==> src/rtl/dbg_cause_pkg.sv <==
package dbg_cause_pkg;

    localparam int DATA_W   = 32;
    localparam int NUM_MISC = 14;

    // MSB-first positions of the fixed causes
    localparam int POS_RST    = 1;
    localparam int POS_CHKSTP = 2;
    localparam int POS_MCHK   = 3;
    localparam int POS_EXT    = 6;
    localparam int POS_ALIGN  = 7;

    // MSB-first positions fed by exc_evt[i]; software decodes these
    localparam int MISC_POS [NUM_MISC] = '{8, 9, 10, 13, 14, 18, 19, 20, 21, 22, 28, 29, 30, 31};

    typedef struct packed {
        logic                rst;
        logic                mchk;
        logic                me;
        logic                ext;
        logic                align;
        logic [NUM_MISC-1:0] misc;
    } cause_evt_t;

    // MSB-first position -> vector index
    function automatic int vidx(input int pos);
        return DATA_W - 1 - pos;
    endfunction

    // Bits that carry a cause; all others are reserved
    function automatic logic [DATA_W-1:0] valid_mask();
        logic [DATA_W-1:0] m;
        m = '0;
        m[vidx(POS_RST)]    = 1'b1;
        m[vidx(POS_CHKSTP)] = 1'b1;
        m[vidx(POS_MCHK)]   = 1'b1;
        m[vidx(POS_EXT)]    = 1'b1;
        m[vidx(POS_ALIGN)]  = 1'b1;
        for (int i = 0; i < NUM_MISC; i++) begin
            m[vidx(MISC_POS[i])] = 1'b1;
        end
        return m;
    endfunction

endpackage

==> src/rtl/dbg_cause_decode.sv <==
module dbg_cause_decode
    import dbg_cause_pkg::*;
(
    input  cause_evt_t        ev,
    output logic [DATA_W-1:0] set_vec,
    output logic              chkstop_evt
);

    always_comb begin
        set_vec = '0;
        if (ev.rst) begin
            set_vec[vidx(POS_RST)] = 1'b1;
        end
        if (ev.mchk) begin
            if (ev.me) begin
                set_vec[vidx(POS_MCHK)] = 1'b1;
            end else begin
                set_vec[vidx(POS_CHKSTP)] = 1'b1;
            end
        end
        if (ev.ext) begin
            set_vec[vidx(POS_EXT)] = 1'b1;
        end
        if (ev.align) begin
            set_vec[vidx(POS_ALIGN)] = 1'b1;
        end
        for (int i = 0; i < NUM_MISC; i++) begin
            if (ev.misc[i]) begin
                set_vec[vidx(MISC_POS[i])] = 1'b1;
            end
        end
    end

    assign chkstop_evt = ev.mchk & ~ev.me;

endmodule

==> src/rtl/dbg_enable_reg.sv <==
module dbg_enable_reg
    import dbg_cause_pkg::*;
(
    input  logic              clk,
    input  logic              rst_n,
    input  logic              load,
    input  logic [DATA_W-1:0] wdata,
    output logic [DATA_W-1:0] den_q
);

    localparam logic [DATA_W-1:0] VALID = valid_mask();

    typedef struct packed {
        logic [DATA_W-1:0] den;
    } en_state_t;

    en_state_t st_d, st_q;

    always_comb begin
        st_d = st_q;
        if (load) begin
            st_d.den = wdata & VALID;
        end
    end

    always_ff @(posedge clk) begin
        if (!rst_n) begin
            st_q <= '0;
        end else begin
            st_q <= st_d;
        end
    end

    assign den_q = st_q.den;

endmodule

==> src/rtl/dbg_req_gen.sv <==
module dbg_req_gen
    import dbg_cause_pkg::*;
(
    input  logic              clk,
    input  logic              rst_n,
    input  logic [DATA_W-1:0] set_vec,
    input  logic [DATA_W-1:0] den,
    input  logic              dbg_en,
    input  logic              chkstop_evt,
    output logic              dbg_req,
    output logic              chkstop_req
);

    typedef struct packed {
        logic dbg_req;
        logic chkstop;
    } req_state_t;

    req_state_t st_d, st_q;
    logic       enabled_hit;
    logic       cs_to_debug;

    always_comb begin
        enabled_hit   = dbg_en & (|(set_vec & den));
        cs_to_debug   = dbg_en & den[vidx(POS_CHKSTP)];
        st_d.dbg_req  = enabled_hit;
        st_d.chkstop  = chkstop_evt & ~cs_to_debug;
    end

    always_ff @(posedge clk) begin
        if (!rst_n) begin
            st_q <= '0;
        end else begin
            st_q <= st_d;
        end
    end

    assign dbg_req     = st_q.dbg_req;
    assign chkstop_req = st_q.chkstop;

endmodule

==> src/rtl/dbg_cause_reg.sv <==
module dbg_cause_reg
    import dbg_cause_pkg::*;
#(
    parameter int SPR_AW    = 10,
    parameter int CAUSE_SPR = 148
) (
    input  logic                clk,
    input  logic                rst_n,
    input  logic                evt_rst,
    input  logic                evt_mchk,
    input  logic                msr_me,
    input  logic                evt_ext,
    input  logic                evt_align,
    input  logic [NUM_MISC-1:0] exc_evt,
    input  logic                dbg_en,
    input  logic                den_load,
    input  logic [DATA_W-1:0]   den_wdata,
    input  logic                spr_req,
    input  logic                spr_we,
    input  logic [SPR_AW-1:0]   spr_addr,
    output logic [DATA_W-1:0]   spr_rdata,
    output logic                dbg_req,
    output logic                chkstop_req
);

    localparam logic [SPR_AW-1:0] SPR_NUM = SPR_AW'(CAUSE_SPR);

    typedef struct packed {
        logic [DATA_W-1:0] cause;
        logic [DATA_W-1:0] rdata;
    } reg_state_t;

    cause_evt_t        ev;
    logic [DATA_W-1:0] set_vec;
    logic              chkstop_evt;
    logic [DATA_W-1:0] den_q;
    logic              rd_hit;
    logic [DATA_W-1:0] cause_q;
    reg_state_t        st_d, st_q;

    assign ev = '{rst: evt_rst, mchk: evt_mchk, me: msr_me,
                  ext: evt_ext, align: evt_align, misc: exc_evt};

    dbg_cause_decode u_decode (
        .ev          (ev),
        .set_vec     (set_vec),
        .chkstop_evt (chkstop_evt)
    );

    dbg_enable_reg u_enable (
        .clk   (clk),
        .rst_n (rst_n),
        .load  (den_load),
        .wdata (den_wdata),
        .den_q (den_q)
    );

    dbg_req_gen u_req (
        .clk         (clk),
        .rst_n       (rst_n),
        .set_vec     (set_vec),
        .den         (den_q),
        .dbg_en      (dbg_en),
        .chkstop_evt (chkstop_evt),
        .dbg_req     (dbg_req),
        .chkstop_req (chkstop_req)
    );

    // Writes are never decoded: the register is read-only
    assign rd_hit = spr_req & ~spr_we & (spr_addr == SPR_NUM);

    always_comb begin
        st_d = st_q;
        if (rd_hit) begin
            st_d.rdata = st_q.cause;
            st_d.cause = '0;
        end
        // a set in the clearing cycle survives
        st_d.cause = st_d.cause | set_vec;
    end

    always_ff @(posedge clk) begin
        if (!rst_n) begin
            st_q <= '0;
        end else begin
            st_q <= st_d;
        end
    end

    assign cause_q   = st_q.cause;
    assign spr_rdata = st_q.rdata;

endmodule

==> config.mk <==
export PLATFORM = sky130hd
export DESIGN_NAME = dbg_cause_reg
export DESIGN_NICKNAME = d
export VERILOG_FILES = /design/src/rtl/dbg_cause_pkg.sv /design/src/rtl/dbg_cause_decode.sv /design/src/rtl/dbg_enable_reg.sv /design/src/rtl/dbg_req_gen.sv /design/src/rtl/dbg_cause_reg.sv
export SDC_FILE = /design/constraint.sdc
export NUM_CORES = 1
export LEC_CHECK = 0
export BUFFER_PORTS_ARGS = -buffer_cell sky130_fd_sc_hd__buf_2
export CORE_MARGIN = 5
export CORE_UTILIZATION = 30
export CTS_BUF_LIST = sky130_fd_sc_hd__clkbuf_8
export CTS_CLUSTER_DIAMETER = 80
export DETAILED_ROUTE_END_ITERATION = 16
export SYNTH_ARGS = -nofsm -noshare
export SYNTH_HDL_FRONTEND = slang
export SYNTH_SLANG_ARGS = --single-unit
==> constraint.sdc <==
create_clock -name clk -period 1.55 [get_ports clk]
set_input_delay 0.465 -clock clk [delete_from_list [all_inputs] [get_ports clk]]
set_output_delay 0.465 -clock clk [all_outputs]
set_load 0.02 [all_outputs]
==> reports/results.tsv, run 1 <==
metric	value	unit
total number of vias	1724	
status	complete, no violations	
crit path time final	1.37	ns
DRT antenna net count	0	
origin of the worst min-delay path	dbg_en	
worst r2r src	u_enable.den_q[25]	
R2R depth	4	
Setup CP Type	flop to flop	
maximum VDD drop	0.457	mV
buffer depth of the longest clock path	2	
max_cap viols	0	
Final Cycle Share	88.7	%
routed len/inst	13.2	um
clk_skew	0.00778	ns
arrival time at the worst endpoint	1.59	ns
Total GRT Usage	11.1	%
CTS resizes	0	
Area growth, synth to finish	28.6	%
FP Rows	32	
1st-iter DRT viols	63	
worst endpoint required time	1.76	ns
Static Leak	1.47	nW
Hold EP	u_req.chkstop_req	
WHS Path Cells	2	
crit start category	flop	
H-tree levels	3	
CTS tree	done	
vias in the first global route	1708	
synthesized instance count	220	
YS warnings	0	
most frequent cells in the layout	74 x buf_2, 59 x dfxtp_1, 57 x nor2b_1	
number of detailed-route iterations in the first pass	4	
Pwr Density	1100	mW/mm2
Fmax	727	MHz
Num CTS Buffers	9	
CTS Hold Bufs	0	
full die area	0.00968	mm2
syn_area_per_cell	10.7	um2
pin count of the biggest net entering global routing	60	
Mapped Area	0.00234	mm2
worst slack, placed	-0.139	ns
RSZ-0062 raised after global routing	false	
PnR worst setup slack	0.175	ns
r2r setup slk	0.18	ns
root buf cell	clkbuf_8	
total gr overflow	0	
Yosys reg bits	59	
Final Non-Filler Cells	405	
clock sinks	59	
Hold Crit Class	input port to flop	
register area share after synthesis	50.4	%
Core Area	0.00769	mm2
initial antenna violation count	0	
Distinct cells, synth	21	
commonest non-fill, non-tap cell in the layout	buf_2	
detailed placement HPWL	3.95	mm
gpl congestion	0.730	
Die W	98.4	um
Critical Path End Type	flop	
DRC errors left	0	
Via density	4.26	
n_diodes	0	
crit path max fanout	2	
placed insts	389	
first-pass GRT wire length	8.48	mm
final hold violation count	0	
Nets	365	
Finish-stage setup viols	0	
Crit Reg-Reg Endpoint	u_req.dbg_req	
Post-CTS Setup Inserts	0	
I/O pin count	101	
share of cells above drive strength 1	32.7	%
Clk Latency, worst-skew pair	0.33	ns
Initial Utilization	30.5	%
max-slew violation count	0	
die height	98.4	um
Port Buffer Count	74	
Post-Route WL	5.33	mm
Reg clk slew, reported paths	0.07	ns
[power breakdown]
part	leakage [nW]	internal [mW]	switching, mW
Clock	0.0905	0.782	0.611
Combinational	0.894	0.152	0.143
Sequential	0.486	1.58	0.0339
[metal layers]
metal | share of wire [%] | routed length (um) | global-route usage, % | vias up
met2 | 47 | 2510 | 17.7 | 46
met3 | 4.4 | 234 | 2.93 | 9
met4 | 1.5 | 82 | 5.04 | 0
met5 | 0 | 0 | 0 | -
li1 | - | - | - | 882
met1 | 47 | 2500 | 14.0 | 787
[per-stage QoR]
step	power, mW	util [%]	TNS, ns	hold slack (ns)	cell area [um2]
floorplan	1.84	-	0	0.424	2390
global placement	1.94	36.6	-1.27	0.446	2810
detailed placement	1.95	36.6	-1.56	0.451	2810
CTS	3.36	39.2	0	0.316	3010
global route	3.45	39.2	0	0.334	3010
finish	3.31	39.2	0	0.335	3010
[synth_stat cells, drive strengths merged]
| cell | number | area [um2] |
|---|---|---|
| a21oi | 19 | 95.1 |
| a221oi | 1 | 8.76 |
| a222oi | 1 | 10.0 |
| a22o | 1 | 8.76 |
| a22oi | 6 | 45.0 |
| buf | 19 | 140 |
| clkbuf | 6 | 22.5 |
| conb | 1 | 3.75 |
| dfxtp | 59 | 1180 |
| inv | 1 | 3.75 |
| mux2i | 39 | 390 |
| nand2 | 1 | 3.75 |
| nand3 | 3 | 15.0 |
| nor2 | 1 | 3.75 |
| nor2b | 57 | 357 |
| nor4b | 2 | 30.0 |
| nor4bb | 1 | 10.0 |
| o21ai | 1 | 5.00 |
| o311a | 1 | 10.0 |
[cell families after synthesis]
family,count (synthesis),synth area share [%]
buffers and inverters,26,7.10
AND/OR/NAND/NOR,65,17.9
AO/OA/AOI/OAI,30,7.79
multiplexers,39,16.7
flip-flops,59,50.4
other,1,0.160
[layout make-up]
type / instances / area [um2]
Inverter: 1 / 3.75
Fill cell: 775 / 4670
Timing Repair Buffer: 80 / 453
Clock buffer: 10 / 138
Tap cell: 102 / 128
Multi-Input combinational cell: 147 / 1050
Clock inverter: 6 / 65.1
Sequential cell: 59 / 1180
[critical path, stage by stage (launching register included)]
cell,delay [ns]
dfxtp_1,0.31
a22o_1,0.20
a221oi_1,0.24
nand3_1,0.15
o311a_1,0.36
[worst max path at each step]
stage,from,endpoint,slack (ns)
detailed placement,exc_evt[5],u_req.dbg_req,-0.14
global route,u_enable.den_q[25],u_req.dbg_req,0.1
floorplan,spr_addr[9],cause_q[28],0.08
global placement,exc_evt[5],u_req.dbg_req,-0.11
CTS,u_enable.den_q[13],u_req.dbg_req,0.14
finish,u_enable.den_q[25],u_req.dbg_req,0.18
[state kept, by name, summed over array words and instances (netlist names)]
name	count
u_req.dbg_req	1
cause_q	19
spr_rdata	19
u_enable.den_q	19
u_req.chkstop_req	1
Note: power is estimated with default switching activity, not from simulation.
==> inputs of run 2 (changes only) <==
Settings changed: PLACE_DENSITY set to 0.53.
==> reports/results.tsv, run 2 (synthesized netlist as in run 1, its figures left out) <==
metric	value	unit	change
total gr overflow	0		unchanged
total number of vias	1718		-0.35%
Reg clk slew, reported paths	0.06	ns	about the same
most frequent cells in the layout	74 x buf_2, 59 x dfxtp_1, 57 x nor2b_1		
Post-Route WL	5.39	mm	+1.2%
Setup CP Type	flop to flop		
vias in the first global route	1737		+1.7%
placed insts	390		+0.26%
pin count of the biggest net entering global routing	60		unchanged
DRC errors left	0		unchanged
Finish-stage setup viols	0		unchanged
detailed placement HPWL	3.91	mm	-1.0%
Nets	366		+0.27%
crit path max fanout	2		unchanged
n_diodes	0		unchanged
final hold violation count	0		unchanged
first-pass GRT wire length	8.60	mm	+1.5%
clk_skew	0.00576	ns	-0.00202 ns
H-tree levels	3		unchanged
CTS tree	done		
Static Leak	1.48	nW	+0.58%
Num CTS Buffers	9		unchanged
full die area	0.00968	mm2	unchanged
crit path time final	1.39	ns	+0.0189 ns
Via density	4.24		-0.35%
worst endpoint required time	1.76	ns	about the same
1st-iter DRT viols	74		+17%
routed len/inst	13.3	um	+1.2%
die height	98.4	um	unchanged
number of detailed-route iterations in the first pass	4		unchanged
Total GRT Usage	11.3	%	+0.23 points
buffer depth of the longest clock path	2		unchanged
max-slew violation count	0		unchanged
Critical Path End Type	flop		
clock sinks	59		unchanged
Final Cycle Share	89.9	%	+1.2 points
maximum VDD drop	0.475	mV	+4.0%
FP Rows	32		unchanged
Post-CTS Setup Inserts	0		unchanged
crit start category	flop		
Pwr Density	1040	mW/mm2	-5.6%
max_cap viols	0		unchanged
Port Buffer Count	74		unchanged
gpl congestion	0.754		+3.2%
status	complete, no violations		
Die W	98.4	um	unchanged
commonest non-fill, non-tap cell in the layout	buf_2		
CTS Hold Bufs	0		unchanged
Fmax	718	MHz	-1.4%
setup tns final	0	ns	unchanged
share of cells above drive strength 1	32.0	%	-0.66 points
initial antenna violation count	0		unchanged
CTS resizes	0		unchanged
Area growth, synth to finish	27.1	%	
arrival time at the worst endpoint	1.60	ns	about the same
root buf cell	clkbuf_8		
I/O pin count	101		unchanged
Core Area	0.00769	mm2	unchanged
Final Non-Filler Cells	405		unchanged
Clk Latency, worst-skew pair	0.33	ns	about the same
RSZ-0062 raised after global routing	false		
Initial Utilization	30.5	%	unchanged
DRT antenna net count	0		unchanged
Hold Crit Class	input port to flop		
## run 2: power breakdown
group	switching, mW	leakage (nW)	internal [mW]
combinational	0.144	0.899	0.153
sequential	0.0347	0.486	1.58
clock	0.575	0.0943	0.594
## run 2: final cells by class
| cell class | count | area, um2 |
|---|---|---|
| clock buffer | 10 | 138 |
| multi-input combinational | 147 | 1050 |
| inverter | 1 | 3.75 |
| fill | 805 | 4710 |
| tap | 102 | 128 |
| clock inverter | 5 | 22.5 |
| timing repair buffer | 81 | 460 |
| sequential | 59 | 1180 |
## run 2: stage by stage
stage / hold slack [ns] / utilization (%) / area (um2) / total power [mW] / setup slack [ns]
finish: 0.331 / 38.8 / 2980 / 3.09 / 0.156
detailed placement: 0.464 / 36.7 / 2820 / 1.95 / -0.156
global placement: 0.459 / 36.7 / 2820 / 1.95 / -0.126
floorplan: 0.424 / - / 2390 / 1.84 / 0.0822
CTS: 0.310 / 38.8 / 2980 / 3.13 / 0.135
global route: 0.311 / 38.8 / 2980 / 3.24 / 0.0755
## run 2: worst paths after layout
path                            from                end  slack [ns]  cells after the start
setup / recovery  u_enable.den_q[25]      u_req.dbg_req        0.16                      4
hold / removal                dbg_en  u_req.chkstop_req        0.33                      2
setup reg to reg  u_enable.den_q[25]      u_req.dbg_req        0.16                      4
hold reg to reg   u_enable.den_q[29]  u_req.chkstop_req        0.48                      1
## run 2: worst max-delay path: stages (launching register included)
cell	delay, ns
dfxtp_1	0.31
a22o_1	0.21
a221oi_1	0.23
nand3_1	0.16
o311a_1	0.37
## run 2: layer usage
layer | share of wire (%) | wire, um | track usage, %
met1 | 49 | 2630 | 14.6
met2 | 45 | 2420 | 17.5
met3 | 4.3 | 233 | 2.43
met4 | 1.9 | 105 | 6.30
met5 | 0 | 0 | 0
==> inputs of run 3 (changes only) <==
Settings changed: ABC_AREA set to 1, CAP_MARGIN set to 10, PLACE_DENSITY 0.53 to 0.51.
==> reports/results.tsv, run 3 <==
metric	value	unit	change
die height	105	um	+6.8%
initial antenna violation count	0		unchanged
top-count cell post-synth	nand2_1		
Critical Path End Type	primary output		
detailed placement HPWL	4.53	mm	+16%
CTS Hold Bufs	0		unchanged
CP Buf/Inv Count	1		+1
H-tree levels	3		unchanged
Max stage delay cell, worst path	dfxtp_1		
register area share after synthesis	43.5	%	-6.9 points
Port Buffer Count	74		unchanged
first-pass GRT wire length	10.5	mm	+22%
n_diodes	0		unchanged
ranking of synthesized cells by area	dfxtp_1 44%, nand2_1 12%, inv_1 11%, nor2_1 9.1%, buf_4 4.4%		
Pwr Density	947	mW/mm2	-8.5%
placed cell area	0.00315	mm2	+12%
Hold Slack	0.346	ns	+0.0146 ns
Static Leak	1.78	nW	+20%
crit start category	flop		
Yosys top cell by area	dfxtp_1		
Reg clk slew, reported paths	0.06	ns	about the same
total gr overflow	0		unchanged
CTS tree	done		
Finish-stage setup viols	0		unchanged
most frequent cells in the layout	87 x nand2_1, 82 x inv_1, 74 x buf_2		
share of flip-flops with an asynchronous set or reset	0	%	unchanged
Post-Route WL	6.09	mm	+13%
full die area	0.0110	mm2	+14%
status	complete, no violations		
Post-CTS Setup Inserts	0		unchanged
Area growth, synth to finish	22.3	%	
Mapped Area	0.00271	mm2	+16%
vias in the first global route	2264		+30%
Die W	105	um	+6.8%
crit path max fanout	2		unchanged
pin count of the biggest net entering global routing	39		-35%
Final Power	3.14	mW	+1.9%
Hold Crit Class	input port to flop		
Post-synth EDFFs	0		unchanged
Post-synth top flop	dfxtp_1		
worst endpoint required time	1.08	ns	-0.68 ns
number of detailed-route iterations in the first pass	4		unchanged
Distinct cells, synth	22		+4.8%
Crit path max-delay family	flip-flops		
Util after Layout	37.9	%	-0.89 points
1st-iter DRT viols	57		-23%
Core Area	0.00876	mm2	+14%
Initial Utilization	31.0	%	+0.48 points
routed len/inst	10.4	um	-22%
buffer depth of the longest clock path	2		unchanged
share of cells above drive strength 1	23.8	%	-8.2 points
gpl congestion	0.721		-4.3%
Synth top area share	43.5	%	-6.9 points
final hold violation count	0		unchanged
Via density	3.98		-6.1%
Setup CP Type	flop to primary output		
I/O pin count	101		unchanged
Final Cycle Share	83.5	%	-6.4 points
setup tns final	0	ns	unchanged
Total GRT Usage	11.5	%	+0.16 points
CP cell instances	buf_2		
commonest non-fill, non-tap cell in the layout	nand2_1		
maximum VDD drop	0.388	mV	-18%
max-slew violation count	0		unchanged
Post-synth top cells	87 x nand2_1, 81 x inv_1, 66 x nor2_1		
RSZ-0062 raised after global routing	false		
crit path time final	1.29	ns	-0.0999 ns
YS warnings	0		unchanged
arrival time at the worst endpoint	0.83	ns	-0.77 ns
FP Rows	34		+6.3%
syn_area_per_cell	6.84	um2	-36%
max_cap viols	0		unchanged
DRC errors left	0		unchanged
CTS resizes	0		unchanged
worst slack, placed	0.132	ns	+0.289 ns
total number of vias	2333		+36%
clk_skew	0.00464	ns	-0.00113 ns
clock sinks	59		unchanged
Final Non-Filler Cells	586		+45%
Num CTS Buffers	9		unchanged
synthesized instance count	397		+80%
design area	0.00332	mm2	+11%
placed insts	570		+46%
CP max stage delay	0.33	ns	-0.04 ns
Clk Latency, worst-skew pair	0.33	ns	about the same
Nets	540		+48%
PnR worst setup slack	0.256	ns	+0.0999 ns
DRT antenna net count	0		unchanged
Fmax	773	MHz	+7.7%
root buf cell	clkbuf_8		
Yosys reg bits	59		unchanged
-- run 3: cell types whose count changed in the layout (fill, tap and decap cells not counted), sizes merged, moves of 6 or more --
cell | before | now
nand3 | 3 | 26
nor2b | 57 | 0
o21ai | 1 | 20
inv | 3 | 83
a22oi | 6 | 0
mux2i | 39 | 0
nand2 | 1 | 89
nor2 | 1 | 68
-- run 3: layout make-up --
class	count	area (um2)
clock buffers	10	138
multi-input cells	238	1050
well taps	108	135
fillers	962	5450
flip-flops and latches	59	1180
repair buffers	82	468
clock inverters	6	32.5
inverters	83	312
-- run 3: logic make-up after synthesis --
logic type	synth area share (%)
buffers and inverters	19.4
other	0.138
DFF	43.5
and+or+nand+nor	29.4
AOI/OAI and AO/OA	7.56
-- run 3: power by group --
group | leakage, nW | total (mW) | internal (mW) | switching, mW
Clock | 0.0970 | 1.19 | 0.608 | 0.587
Combinational | 1.20 | 0.327 | 0.131 | 0.196
Sequential | 0.487 | 1.62 | 1.59 | 0.0330
-- run 3: final timing paths --
path,from,to,slack [ns],cells after the start
max,spr_rdata[30],spr_rdata[30],0.26,1
min,dbg_en,u_req.chkstop_req,0.35,2
max reg2reg,u_enable.den_q[24],u_req.dbg_req,0.69,6
min reg2reg,u_enable.den_q[30],u_enable.den_q[30],0.46,2
-- run 3: metal layers --
| metal | part of all wire, % | GRT usage, % | up-vias |
|---|---|---|---|
| met5 | 0 | 0 | - |
| met1 | 50 | 15.5 | 965 |
| met2 | 43 | 17.4 | 69 |
| met4 | 1.4 | 4.66 | 0 |
| li1 | - | - | 1293 |
| met3 | 5.8 | 3.02 | 6 |
